## src/rtl/crtc_bank_pkg.sv

```systemverilog
package crtc_bank_pkg;
  localparam int unsigned BYTE_W = 8;
  typedef logic [BYTE_W-1:0] byte_t;

  typedef struct packed {
    logic       rd_open;
    logic       wr_open;
    logic [2:0] spare;
  } lock_state_t;
endpackage

```

## src/rtl/crtc_lock_ctrl.sv

```systemverilog
module crtc_lock_ctrl
  import crtc_bank_pkg::*;
(
  input  logic        clk,
  input  logic        rst,
  input  logic        we,
  input  byte_t       wdata,
  output lock_state_t st,
  output byte_t       status
);
  lock_state_t st_q;

  always_ff @(posedge clk) begin
    if (rst) begin
      st_q <= '0;
    end else if (we) begin
      st_q.rd_open <= wdata[7] & ~wdata[3];
      st_q.wr_open <= (wdata[2:0] == 3'b101);
      st_q.spare   <= wdata[6:4];
    end
  end

  assign st     = st_q;
  assign status = {st_q.rd_open, st_q.spare, 1'b0, st_q.wr_open, 1'b0, st_q.wr_open};

  // a write without the 3'b101 pattern always closes the write key
  a_r3_wr_key_closes: assert property (@(posedge clk) disable iff (rst)
    (we && wdata[2:0] != 3'b101) |=> !status[0]);
  // bit 3 set in a lock write vetoes the read key
  a_r3_rd_key_veto: assert property (@(posedge clk) disable iff (rst)
    (we && wdata[3]) |=> !status[7]);
  // after a reset cycle both keys are closed
  a_r9_reset_locked: assert property (@(posedge clk)
    $past(rst) |-> (status == 8'h00));
endmodule

```

## src/rtl/crtc_std_array.sv

```systemverilog
module crtc_std_array
  import crtc_bank_pkg::*;
#(
  parameter int unsigned DEPTH = 41,
  localparam int unsigned AW   = $clog2(DEPTH)
)(
  input  logic          clk,
  input  logic          we,
  input  logic [AW-1:0] addr,
  input  byte_t         wdata,
  output byte_t         rdata
);
  byte_t mem [DEPTH];

  always_ff @(posedge clk) begin
    if (we) mem[addr] <= wdata;
  end

  assign rdata = mem[addr];
endmodule

```

## src/rtl/crtc_ext_file.sv

```systemverilog
module crtc_ext_file
  import crtc_bank_pkg::*;
#(
  parameter int unsigned SLOTS    = 5,
  parameter byte_t       EGA_INIT = 8'hF0,
  localparam int unsigned SW      = $clog2(SLOTS)
)(
  input  logic                  clk,
  input  logic                  rst,
  input  logic                  we,
  input  logic                  hit,
  input  logic [SW-1:0]         slot,
  input  byte_t                 wdata,
  output byte_t                 rdata,
  output logic [SLOTS*BYTE_W-1:0] flat
);
  byte_t regs [SLOTS];

  for (genvar g = 0; g < SLOTS; g++) begin : g_slot
    localparam byte_t INIT = (g == 0) ? EGA_INIT : 8'h00;
    always_ff @(posedge clk) begin
      if (rst)                                  regs[g] <= INIT;
      else if (we && hit && slot == SW'(g))     regs[g] <= wdata;
    end
    assign flat[g*BYTE_W +: BYTE_W] = regs[g];
  end

  assign rdata = hit ? regs[slot] : 8'h00;
endmodule

```

## src/rtl/crtc_ext_bank.sv

```systemverilog
module crtc_ext_bank
  import crtc_bank_pkg::*;
#(
  parameter int unsigned IDX_W    = 8,
  parameter int unsigned LOCK_IDX = 41,
  parameter int unsigned EXT_USED = 5,
  parameter byte_t       EGA_INIT = 8'hF0
)(
  input  logic             clk,
  input  logic             rst,
  input  logic             index_we,
  input  logic             data_we,
  input  logic             data_re,
  input  logic             dbg_rd,
  input  logic [7:0]       wdata,
  output logic [IDX_W-1:0] index_o,
  output logic [7:0]       rdata
);
  localparam int unsigned STD_DEPTH = LOCK_IDX;
  localparam int unsigned STD_AW    = $clog2(STD_DEPTH);
  localparam int unsigned EXT_SW    = $clog2(EXT_USED);
  localparam logic [IDX_W-1:0] LOCK_I = IDX_W'(LOCK_IDX);
  localparam logic [IDX_W-1:0] BASE_I = IDX_W'(LOCK_IDX + 1);
  localparam logic [IDX_W-1:0] USED_I = IDX_W'(EXT_USED);

  logic [IDX_W-1:0] idx_q;
  byte_t            rdata_q, rd_mux, std_rd, ext_rd, lock_stat;
  lock_state_t      lk;
  logic             is_std, is_lock, is_ext, ext_hit;
  logic [IDX_W-1:0] ext_off;
  logic [EXT_USED*BYTE_W-1:0] ext_flat;

  always_ff @(posedge clk) begin
    if (rst)           idx_q <= '0;
    else if (index_we) idx_q <= IDX_W'(wdata);
  end

  assign is_std  = idx_q < LOCK_I;
  assign is_lock = idx_q == LOCK_I;
  assign is_ext  = idx_q >= BASE_I;
  assign ext_off = idx_q - BASE_I;
  assign ext_hit = is_ext && (ext_off < USED_I);

  crtc_std_array #(.DEPTH(STD_DEPTH)) u_std (
    .clk  (clk),
    .we   (data_we && is_std),
    .addr (idx_q[STD_AW-1:0]),
    .wdata(wdata),
    .rdata(std_rd)
  );

  crtc_lock_ctrl u_lock (
    .clk   (clk),
    .rst   (rst),
    .we    (data_we && is_lock),
    .wdata (wdata),
    .st    (lk),
    .status(lock_stat)
  );

  crtc_ext_file #(.SLOTS(EXT_USED), .EGA_INIT(EGA_INIT)) u_ext (
    .clk  (clk),
    .rst  (rst),
    .we   (data_we && lk.wr_open),
    .hit  (ext_hit),
    .slot (ext_off[EXT_SW-1:0]),
    .wdata(wdata),
    .rdata(ext_rd),
    .flat (ext_flat)
  );

  always_comb begin
    if (is_std)                        rd_mux = std_rd;
    else if (is_lock)                  rd_mux = lock_stat;
    else if (lk.rd_open || dbg_rd)     rd_mux = ext_rd;
    else                               rd_mux = 8'hFF;
  end

  always_ff @(posedge clk) begin
    if (rst)          rdata_q <= '0;
    else if (data_re) rdata_q <= rd_mux;
  end

  assign rdata   = rdata_q;
  assign index_o = idx_q;

  // index holds without index_we
  a_r1_index_holds: assert property (@(posedge clk) disable iff (rst)
    !index_we |=> $stable(index_o));
  // read data holds without data_re
  a_r2_rdata_holds: assert property (@(posedge clk) disable iff (rst)
    !data_re |=> $stable(rdata));
  // locked extended read yields all ones
  a_r5_locked_read_ones: assert property (@(posedge clk) disable iff (rst)
    (data_re && is_ext && !lk.rd_open && !dbg_rd) |=> (rdata == 8'hFF));
  // locked extended write keeps every stored byte
  a_r6_locked_write_keeps: assert property (@(posedge clk) disable iff (rst)
    (data_we && is_ext && !lk.wr_open) |=> $stable(ext_flat));
  // unused extended index never alters stored bytes
  a_r8_unused_write_keeps: assert property (@(posedge clk) disable iff (rst)
    (data_we && is_ext && !ext_hit) |=> $stable(ext_flat));
endmodule

```

## config.mk

```make
export PLATFORM = sky130hd
export DESIGN_NAME = crtc_ext_bank
export DESIGN_NICKNAME = d
export VERILOG_FILES = /design/src/rtl/crtc_bank_pkg.sv /design/src/rtl/crtc_lock_ctrl.sv /design/src/rtl/crtc_std_array.sv /design/src/rtl/crtc_ext_file.sv /design/src/rtl/crtc_ext_bank.sv
export SDC_FILE = /design/constraint.sdc
export NUM_CORES = 1
export LEC_CHECK = 0
export ABC_AREA = 1
export BUFFER_PORTS_ARGS = -buffer_cell sky130_fd_sc_hd__buf_2
export CORE_MARGIN = 2
export CORE_UTILIZATION = 41
export DETAILED_ROUTE_END_ITERATION = 12
export SLEW_MARGIN = 5
export SYNTH_ARGS = -nofsm -noshare
export SYNTH_HDL_FRONTEND = slang
export SYNTH_SLANG_ARGS = --single-unit
```

## constraint.sdc

```tcl
create_clock -name clk -period 3.06 [get_ports clk]
set_input_delay 0.612 -clock clk [delete_from_list [all_inputs] [get_ports clk]]
set_output_delay 0.612 -clock clk [all_outputs]
set_load 0.02 [all_outputs]
```

==> impl_metrics.json, run 1 <==
{
  "cpMaxStageDelayCell": "dfxtp_1",
  "setup.worst_path.class": "flip-flop to flip-flop",
  "timing.final.max_slew_violations": 0,
  "worst_r2r_endpoint": "u_ext.regs[2][0]",
  "avgRoutedWirePerCell_um": 19.6,
  "nNetsFinal": 1596,
  "floorplan.rows": 73,
  "tns_ns": 0,
  "synth_largest_type_area_fraction_pct": 67.0,
  "hold_path_class": "primary input to flip-flop",
  "routed_wl_um": 41900,
  "synth_cell_type_count": 31,
  "cap_violations": 0,
  "syn_to_final_growth_pct": 14.9,
  "yosys_warnings": 0,
  "cts_post_setup_buffers_inserted": 0,
  "detailedRoute.firstPassIterationCount": 5,
  "run_status": "complete, no violations",
  "layout-drive-gt1-share_pct": 11.9,
  "grt_pass1_vias": 11000,
  "final_hold_viol_count": 0,
  "cp_data_arrival_time_ns": 2.70,
  "holdBufCountCts": 0,
  "fillCellCount": 3593,
  "cts_tree": "yes",
  "timing.hold.worst.start": "data_re",
  "die-width_um": 205,
  "tightest_slew_ns": 0.747,
  "synth_top_cells_by_count": "nand2_1, edfxtp_1, nand3_1",
  "mappedNetlistArea_sq_um": 16500,
  "placed_cells": 2057,
  "ant_nets": 0,
  "crit_path_end_kind": "flip-flop",
  "worst_hold_path.num_cells": 3,
  "insertion_delay_ns": 0.56,
  "clk_path_buf_depth": 3,
  "post-route-drc-count": 0,
  "io_buffer_count": 29,
  "final.period_utilization_pct": 81.3,
  "initial_utilization_pct": 41.5,
  "dr_total_vias": 11300,
  "setup_repair_after_global_routing_missed_its_margin": "no",
  "h-tree-depth": 2,
  "instances_no_fill": 2132,
  "synthMostInstantiatedCell": "nand2_1",
  "grt_start_max_net_pins": 166,
  "numClockSinks": 395,
  "crit_fanout": 9,
  "syn_avg_cell_area_sq_um": 10.9,
  "overflow_left_after_global_routing": 0,
  "ys_seq_area_share_pct": 70.3,
  "die-height_um": 205,
  "antenna_found_initial": 0,
  "io_pins": 30,
  "final_util_pct": 47.7,
  "via_per_inst": 5.28,
  "detail_route.iter0.violations": 1099,
  "post_cts_resize_count": 0,
  "power.density_nw_per_um2": 635,
  "design.die.area_sq_um": 41800,
  "clockRootBuffer": "clkbuf_16",
  "synth-edff-count": 368,
  "asyncSetResetFlopFracSynth_pct": 0,
  "hpwl_after_dpl_um": 25800,
  "yosys_most_used_dff": "edfxtp_1",
  "rrSetupSlack_ns": 0.57,
  "synth.top_cells.by_area": "edfxtp_1, nand2_1, nand3_1",
  "diodes": 0,
  "static-leakage-power_nw": 7.11,
  "timing.critical_path.mode_cell": "nand2_1",
  "area.sequential_sq_um": 11600,
  "crit_path_start_kind": "flip-flop",
  "core_sq_um": 39700,
  "design_power_total_mw": 12.0,
  "fin_worst_skew_ns": 0.0283,
  "vdd.ir_drop.worst_v": 0.000363,
  "maxClockFrequency_mhz": 402,
  "track_usage_pct": 20.4,
  "multi_input_area_sq_um": 4290,
  "critical-path-max-stage-delay_ns": 0.42,
  "gp_routability_congestion": 0.875,
  "synth_largest_area_cell": "edfxtp_1",
  "worst_slew_margin_rel_pct": 50.2,
  "grt_first_pass_wirelength_um": 64900,
  "worst-r2r-cell-count": 12,
  "numCtsBuffers": 43,
  "reg2reg_from": "index_o[2]",
  "seq_cells_post_synth": 395,
  "timing.critical_path.cells": "inv_1 > ha_1 > inv_1 > nand2_1 > nand2_1 > nor2_2 > nand2_2 > nor3_4 > nand2_2 > clkinv_2 > nand2_1 > nand2_1",
  "hold-path-endpoint": "rdata[3]",
  "synth_cells": 1510,
  "fin_crit_ns": 2.49,
  "clk_pin_slew_worst_paths_ns": 0.06,
  "critical_path_required_ns": 3.28,
  "synthesis.nets": 1529,
  "timing.final.setup_violations": 0
}
==> final cells by class <==
| type | instances | share of cell area [%] |
|---|---|---|
| clock buffers | 62 | 6.61 |
| clock inverters | 13 | 0.681 |
| inverters | 65 | 1.32 |
| multi-input cells | 971 | 22.7 |
| flip-flops and latches | 395 | 61.2 |
| well taps | 525 | 3.47 |
| repair buffers | 101 | 4.02 |
==> power breakdown <==
part	internal [mW]	leakage [nW]	switching, mW
Sequential	5.96	3.57	0.0324
Combinational	0.258	2.86	0.712
Clock	3.01	0.681	2.05
Total	9.22	7.11	2.79
==> metal layers <==
metal  vias to the layer above  wire length [um]  track usage (%)
li1                       5338                 -                -
met1                      5457             18300             28.3
met2                       353             19700             32.8
met3                       102              2550             3.12
met4                         0              1320             7.07
met5                         -                 0                0
==> layout by cell type (no fill, tap or decap), drive strengths merged <==
cell type,Yosys,layout
a211oi,2,2
a21oi,40,40
a31oi,1,1
buf,52,101
bufinv,0,2
clkbuf,27,62
clkinv,1,10
dfxtp,27,27
edfxtp,368,368
ha,5,5
inv,64,66
nand2,465,465
nand3,255,255
nand4,4,4
nor2,126,126
nor3,3,3
nor4,1,1
o211ai,7,7
o21ai,51,51
o21bai,4,4
o22ai,3,3
or2,4,4
==> cells by family (layout without fill, tap and decap cells) <==
group                      after synthesis  after routing  share of synthesized area [%]
buffers and inverters                  144            241                           3.67
AOI/OAI and AO/OA                      108            108                           3.51
DFF                                    395            395                           70.3
and+or+nand+nor                        858            858                           22.1
adders and majority gates                5              5                          0.379
==> stage by stage <==
| stage | hold slack (ns) | area, sq um | setup slack, ns |
|---|---|---|---|
| 2_1_floorplan | 0.431 | 16500 | 0.100 |
| 3_3_place_gp | 0.440 | 17600 | 0.656 |
| 3_5_place_dp | 0.451 | 17600 | 0.587 |
| 4_1_cts | 0.365 | 18900 | 0.572 |
| 5_1_grt | 0.407 | 18900 | 0.329 |
| 6_report | 0.389 | 18900 | 0.574 |
==> state kept, by name, summed over array words and instances (netlist names), named ones only <==
signal      flops
u_std.mem     328
u_ext.regs     40
index_o         8
rdata           8
u_lock.st       5
==> critical path: cells and delay by family, from the launching register on <==
family / cells / cell delay [ns]
adders and majority gates: 1 / 0.31
DFF: 1 / 0.42
buffers and inverters: 3 / 0.34
and+or+nand+nor: 8 / 1.07
==> how the worst max path moves through the flow <==
stage / slack, ns / endpoint / start / depth (start not counted)
finish: 0.57 / u_ext.regs[2][0] / index_o[2] / 12
global route: 0.33 / u_ext.regs[2][4] / index_o[2] / 12
CTS: 0.57 / u_ext.regs[2][4] / index_o[2] / 12
detailed placement: 0.59 / u_ext.regs[2][3] / index_o[2] / 12
global placement: 0.66 / u_ext.regs[2][1] / index_o[2] / 12
floorplan: 0.10 / u_ext.regs[0][0] / index_o[1] / 11
No activity file was read; power rests on OpenSTA's default activity.
==> inputs of run 2 (changes only) <==
ABC_AREA = 0   (was 1)
clock period = 2.3 ns   (was 3.06 ns; I/O delays follow)
==> run 2 against run 1 <==
  * Fmax is 11% higher
  * Synthesized area is 2.8% lower
  * Via count decreased by 24%
  * Worst setup slack worse by 0.52 ns
  * Routed wire length decreased by 8.2%
  * Sequential share of layout area is 1.2 points lower
  * Sequential power grew 33%
  * Clock power grew 25%
  * Die area down 2.8%
  * Cell count fell by 27%
==> impl_metrics.json, run 2 <==
{
  "run_status": "complete, no violations",
  "synthesis.nets": 873,
  "hold_path_class": "primary input to flip-flop",
  "timing.critical_path.cells": "buf_4 > buf_12 > mux4_2 > mux4_2 > nand2b_1 > o2111ai_1 > nand3_1",
  "largest_register_ffs": 328,
  "floorplan.rows": 72,
  "maxClockFrequency_mhz": 445,
  "initial_utilization_pct": 41.4,
  "fin_worst_skew_ns": 0.0163,
  "critical-path-max-stage-delay_ns": 0.52,
  "synthMostInstantiatedCell": "edfxtp_1",
  "yosys_most_used_dff": "edfxtp_1",
  "worst_slew_margin_rel_pct": 59.1,
  "die-height_um": 202,
  "cpMaxStageDelayCell": "mux4_2",
  "setup.worst_path.class": "flip-flop to flip-flop",
  "cp_data_arrival_time_ns": 2.65,
  "synth_compound_gate_area_share_pct": 2.46,
  "synth_top_family_by_area": "multiplexers",
  "syn_avg_cell_area_sq_um": 18.8,
  "regMostFlops": "u_std.mem",
  "static-leakage-power_nw": 6.37,
  "core_sq_um": 38600,
  "numCtsBuffers": 40,
  "worst_r2r_endpoint": "rdata[4]",
  "synth_cell_type_count": 60,
  "cap_violations": 0,
  "io_buffer_count": 29,
  "gp_routability_congestion": 0.820,
  "syn_to_final_growth_pct": 20.6,
  "worst-r2r-cell-count": 7,
  "detailedRoute.firstPassIterationCount": 6,
  "yosys_warnings": 0,
  "dp_worst_setup_slack_ns": -0.0131,
  "die-width_um": 202,
  "clockRootBuffer": "clkbuf_16",
  "grt_first_pass_wirelength_um": 57000,
  "dr_total_vias": 8529,
  "holdBufCountCts": 0,
  "instances_no_fill": 1560,
  "clk_path_buf_depth": 3,
  "fraction_of_the_mapped_netlist_area_in_simple_logic_gates_pct": 6.72,
  "rrSetupSlack_ns": 0.05,
  "diodes": 0,
  "final_hold_viol_count": 0,
  "hold-path-endpoint": "u_ext.regs[1][0]",
  "ant_nets": 0,
  "h-tree-depth": 2,
  "seq_cells_post_synth": 395,
  "antenna_found_initial": 0,
  "synth_adder_area_share_pct": 0.391,
  "timing.hold.worst.start": "wdata[0]",
  "synth_cells": 854,
  "synth.area.mux_share_pct": 16.0,
  "asyncSetResetFlopFracSynth_pct": 0,
  "grt_pass1_vias": 8556,
  "synth-edff-count": 368,
  "synth_largest_area_cell": "edfxtp_1",
  "routed_wl_um": 38500,
  "mostFrequentLayoutCell": "edfxtp_1",
  "grt_start_max_net_pins": 49,
  "detail_route.iter0.violations": 788,
  "power.density_nw_per_um2": 799,
  "placed_cells": 1477,
  "numClockSinks": 395,
  "io_pins": 30,
  "crit_path_start_kind": "flip-flop",
  "nNetsFinal": 1033,
  "reg_top3": "u_std.mem x328, u_ext.regs x40",
  "post-route-drc-count": 0,
  "hpwl_after_dpl_um": 25100,
  "design_power_total_mw": 15.4,
  "layout-drive-gt1-share_pct": 34.6,
  "vdd.ir_drop.worst_v": 0.000425,
  "layout_setup_ws_ns": 0.0546,
  "tightest_slew_ns": 0.614,
  "insertion_delay_ns": 0.54,
  "clk_pin_slew_worst_paths_ns": 0.06,
  "final.period_utilization_pct": 97.6,
  "synthXorXnorAreaFrac_pct": 0,
  "layout.cells.most_common_list": "edfxtp_1, buf_4, mux4_2",
  "fin_crit_ns": 2.25,
  "timing.final.setup_violations": 0,
  "timing.final.max_slew_violations": 0,
  "overflow_left_after_global_routing": 0,
  "tns_ns": 0,
  "critical_path_required_ns": 2.71,
  "track_usage_pct": 19.1,
  "cts_tree": "yes",
  "synth.top_cells.by_area": "edfxtp_1, mux4_2, dfxtp_1",
  "ys_seq_area_share_pct": 72.4,
  "synth_top_cells_by_count": "edfxtp_1, mux4_2, nor2_1",
  "synth_largest_type_area_fraction_pct": 69.0,
  "avgRoutedWirePerCell_um": 24.7,
  "hold-worst-slack_ns": 0.295,
  "via_per_inst": 5.47,
  "crit_fanout": 7,
  "crit_path_end_kind": "flip-flop",
  "worst_hold_path.num_cells": 2,
  "mappedNetlistArea_sq_um": 16000,
  "design.die.area_sq_um": 40700,
  "timing.critical_path.mode_cell": "mux4_2"
}
## run 2: worst max path at each step
stage | start | end | slack, ns
2_1_floorplan | index_o[1] | u_ext.regs[0][4] | -0.13
3_3_place_gp | flip-flop | rdata[1] | -0.01
3_5_place_dp | flip-flop | rdata[1] | -0.01
4_1_cts | index_o[0] | rdata[5] | 0.02
5_1_grt | flip-flop | rdata[2] | -0.005
6_report | flip-flop | rdata[4] | 0.05
## run 2: final cells by class
type | instances | area [sq um]
Clock buffer | 49 | 1040
Fill cell | 3138 | 19300
Clock inverter | 21 | 223
Inverter | 12 | 50.0
Multi-Input combinational cell | 402 | 4230
Timing Repair Buffer | 163 | 1520
Sequential cell | 395 | 11600
Tap cell | 518 | 648
## run 2: logic make-up after synthesis
group           after synthesis
flops                       395
buf+inv                      57
simple gates                205
fa+ha+maj                     5
compound gates               54
mux                         138
## run 2: what timing repair did
item	4_1_cts	5_1_grt
cloned	0	1
pin swaps	0	1
resized for setup	2	7
setup buffers	0	12
endpoints found under the setup margin	1	58
## run 2: metrics by stage
step,util [%],area (sq um)
global route,50.0,19300
CTS,49.6,19200
detailed placement,46.3,17900
finish,50.0,19300
global placement,46.3,17900
floorplan,-,16200
## run 2: critical path, delay by kind of cell (launching register included)
family / cells / cell delay, ns
buffers and inverters: 2 / 0.25
AO/OA/AOI/OAI: 1 / 0.13
AND/OR/NAND/NOR: 2 / 0.32
multiplexers: 2 / 0.99
flip-flops: 1 / 0.44
## run 2: routing by layer
layer | track usage, % | part of all wire [%] | up-vias
li1 | - | - | 3766
met1 | 27.3 | 45 | 4448
met2 | 29.8 | 47 | 249
met3 | 3.98 | 6.1 | 66
met4 | 5.78 | 2.6 | 0
met5 | 0 | 0 | -
## run 2: power breakdown
part | internal [mW] | total [mW] | switching, mW
Sequential | 7.93 | 7.99 | 0.0616
Clock | 3.69 | 6.32 | 2.63
Combinational | 0.472 | 1.12 | 0.653
==> inputs of run 3 (changes only) <==
PLACE_DENSITY_LB_ADDON = 0.12   (was default)
==> run 3 against run 2 <==
  * Die area stayed put
  * Clock skew is 0.0075 ns lower
  * Global-route usage is 1.1 points higher
  * Combinational power hardly changed
  * Highest routed layer unchanged
  * Routed wire length is 4.2% higher
  * Critical path depth is 1 higher
  * First-iteration DRC count is 0.25% higher
==> impl_metrics.json, run 3 (same netlist as run 2, synthesis figures left out) <==
{
  "grt_start_max_net_pins": 33,
  "design_power_total_mw": 15.7,
  "avgRoutedWirePerCell_um": 25.9,
  "die-width_um": 202,
  "clk_pin_slew_worst_paths_ns": 0.06,
  "timing.final.setup_violations": 0,
  "gp_routability_congestion": 0.862,
  "internal_power_mw": 12.3,
  "cap_violations": 0,
  "final_design_area_no_fill_sq_um": 19400,
  "reg_top3": "u_std.mem x328, u_ext.regs x40",
  "holdBufCountCts": 0,
  "numCtsBuffers": 42,
  "diodes": 0,
  "overflow_left_after_global_routing": 0,
  "io_pins": 30,
  "instances_no_fill": 1548,
  "nNetsFinal": 1019,
  "die-height_um": 202,
  "floorplan.rows": 72,
  "syn_to_final_growth_pct": 20.8,
  "insertion_delay_ns": 0.56,
  "placed_cells": 1464,
  "largest_register_ffs": 328,
  "setup_repair_after_global_routing_missed_its_margin": "yes",
  "detail_route.iter0.violations": 790,
  "grt_first_pass_wirelength_um": 59500,
  "layout_setup_ws_ns": 0.0594,
  "share_seq_of_total_power_pct": 50.8,
  "post-route-drc-count": 0,
  "layout-drive-gt1-share_pct": 35.0,
  "h-tree-depth": 2,
  "initial_utilization_pct": 41.4,
  "via_per_inst": 5.53,
  "core_sq_um": 38600,
  "run_status": "complete, no violations",
  "crit_fanout": 8,
  "regMostFlops": "u_std.mem",
  "tightest_slew_ns": 0.713,
  "cts_tree": "yes",
  "clock_power_share_pct": 42.0,
  "crit_path_end_kind": "flip-flop",
  "worst_slew_margin_rel_pct": 52.5,
  "setup.worst_path.class": "flip-flop to flip-flop",
  "layout.cells.most_common_list": "edfxtp_1, mux4_2, buf_4",
  "numClockSinks": 395,
  "cp_data_arrival_time_ns": 2.51,
  "fillCellCount": 3130,
  "p_sw_share_pct": 22.0,
  "design.die.area_sq_um": 40700,
  "clockRootBuffer": "clkbuf_16",
  "io_buffer_count": 29,
  "static-leakage-power_nw": 6.33,
  "final_util_pct": 50.1,
  "final_hold_viol_count": 0,
  "crit_path_start_kind": "flip-flop",
  "fin_worst_skew_ns": 0.00884,
  "routed_wl_um": 40100,
  "antenna_found_initial": 0,
  "hold_path_class": "primary input to flip-flop",
  "place_area_sq_um": 17900,
  "hpwl_after_dpl_um": 26700,
  "maxClockFrequency_mhz": 446,
  "clk_path_buf_depth": 3,
  "power.density_nw_per_um2": 812,
  "final.period_utilization_pct": 97.4,
  "ant_nets": 0,
  "power_frac_comb_pct": 7.2,
  "grt_pass1_vias": 9036,
  "dp_worst_setup_slack_ns": -0.0687,
  "fin_crit_ns": 2.24,
  "dr_total_vias": 8558,
  "track_usage_pct": 20.2,
  "timing.final.max_slew_violations": 0,
  "critical_path_required_ns": 2.57,
  "detailedRoute.firstPassIterationCount": 5,
  "switching_power_mw": 3.45,
  "vdd.ir_drop.worst_v": 0.000467,
  "mostFrequentLayoutCell": "edfxtp_1"
}
[run 3: changes by cell type in the layout (fill, tap and decap cells not counted), sizes merged]
| cell | change |
|---|---|
| clkbuf | +1 |
| clkinv | +1 |
| clkinvlp | +1 |
| buf | -15 |
[run 3: per-stage QoR]
stage	TNS (ns)	hold slack [ns]
2_1_floorplan	-20.20	0.431
3_3_place_gp	-0.107	0.444
3_5_place_dp	-0.0687	0.454
4_1_cts	0	0.254
5_1_grt	-0.229	0.259
6_report	0	0.259
[run 3: final timing paths]
check	from	endpoint	slack (ns)	cells past startpoint
min	wdata[2]	u_std.mem[32][2]	0.26	1
min reg2reg	u_lock.st[1]	u_lock.st[1]	0.46	2
max	index_o[1]	u_std.mem[12][1]	0.06	8
max reg2reg	index_o[1]	u_std.mem[12][1]	0.06	8
[run 3: critical path, cell delays in order (launching register included)]
cell	delay, ns
dfxtp_4	0.38
nor4_1	0.31
buf_4	0.20
o21a_1	0.18
and3_1	0.27
nand2_1	0.08
buf_4	0.17
nor2_1	0.17
buf_4	0.19
[run 3: final cells by class]
type | instances | area, sq um | area share, %
timing repair buffer | 147 | 1470 | 7.57
inverter | 12 | 50.0 | 0.259
clock inverter | 23 | 219 | 1.13
tap | 518 | 648 | 3.35
sequential | 395 | 11600 | 59.9
clock buffer | 51 | 1110 | 5.71
multi-input combinational | 402 | 4270 | 22.0
[run 3: power by group through the flow]
| stage | registers [mW] | clock network [mW] | logic [mW] |
|---|---|---|---|
| after CTS | 7.99 | 6.74 | 1.12 |
| after detailed placement | 8.14 | 0 | 1.11 |
| after global placement | 8.13 | 0 | 1.09 |
| after global routing | 7.99 | 6.99 | 1.21 |
| after floorplan | 8.14 | 0 | 0.605 |
| final | 7.98 | 6.59 | 1.14 |
[run 3: repair_timing]
item                                    in CTS  in global routing
gates resized for setup                      2                 20
buffers inserted                             0                 10
endpoints found under the setup margin       2                122
pin swaps                                    0                  5
[run 3: routing by layer]
layer / up-vias / global-route usage, % / part of all wire [%]
met1: 4511 / 28.1 / 44
met5: - / 0 / 0
met4: 0 / 6.43 / 2.6
met2: 236 / 32.8 / 48
met3: 70 / 3.37 / 5.4
li1: 3741 / - / -
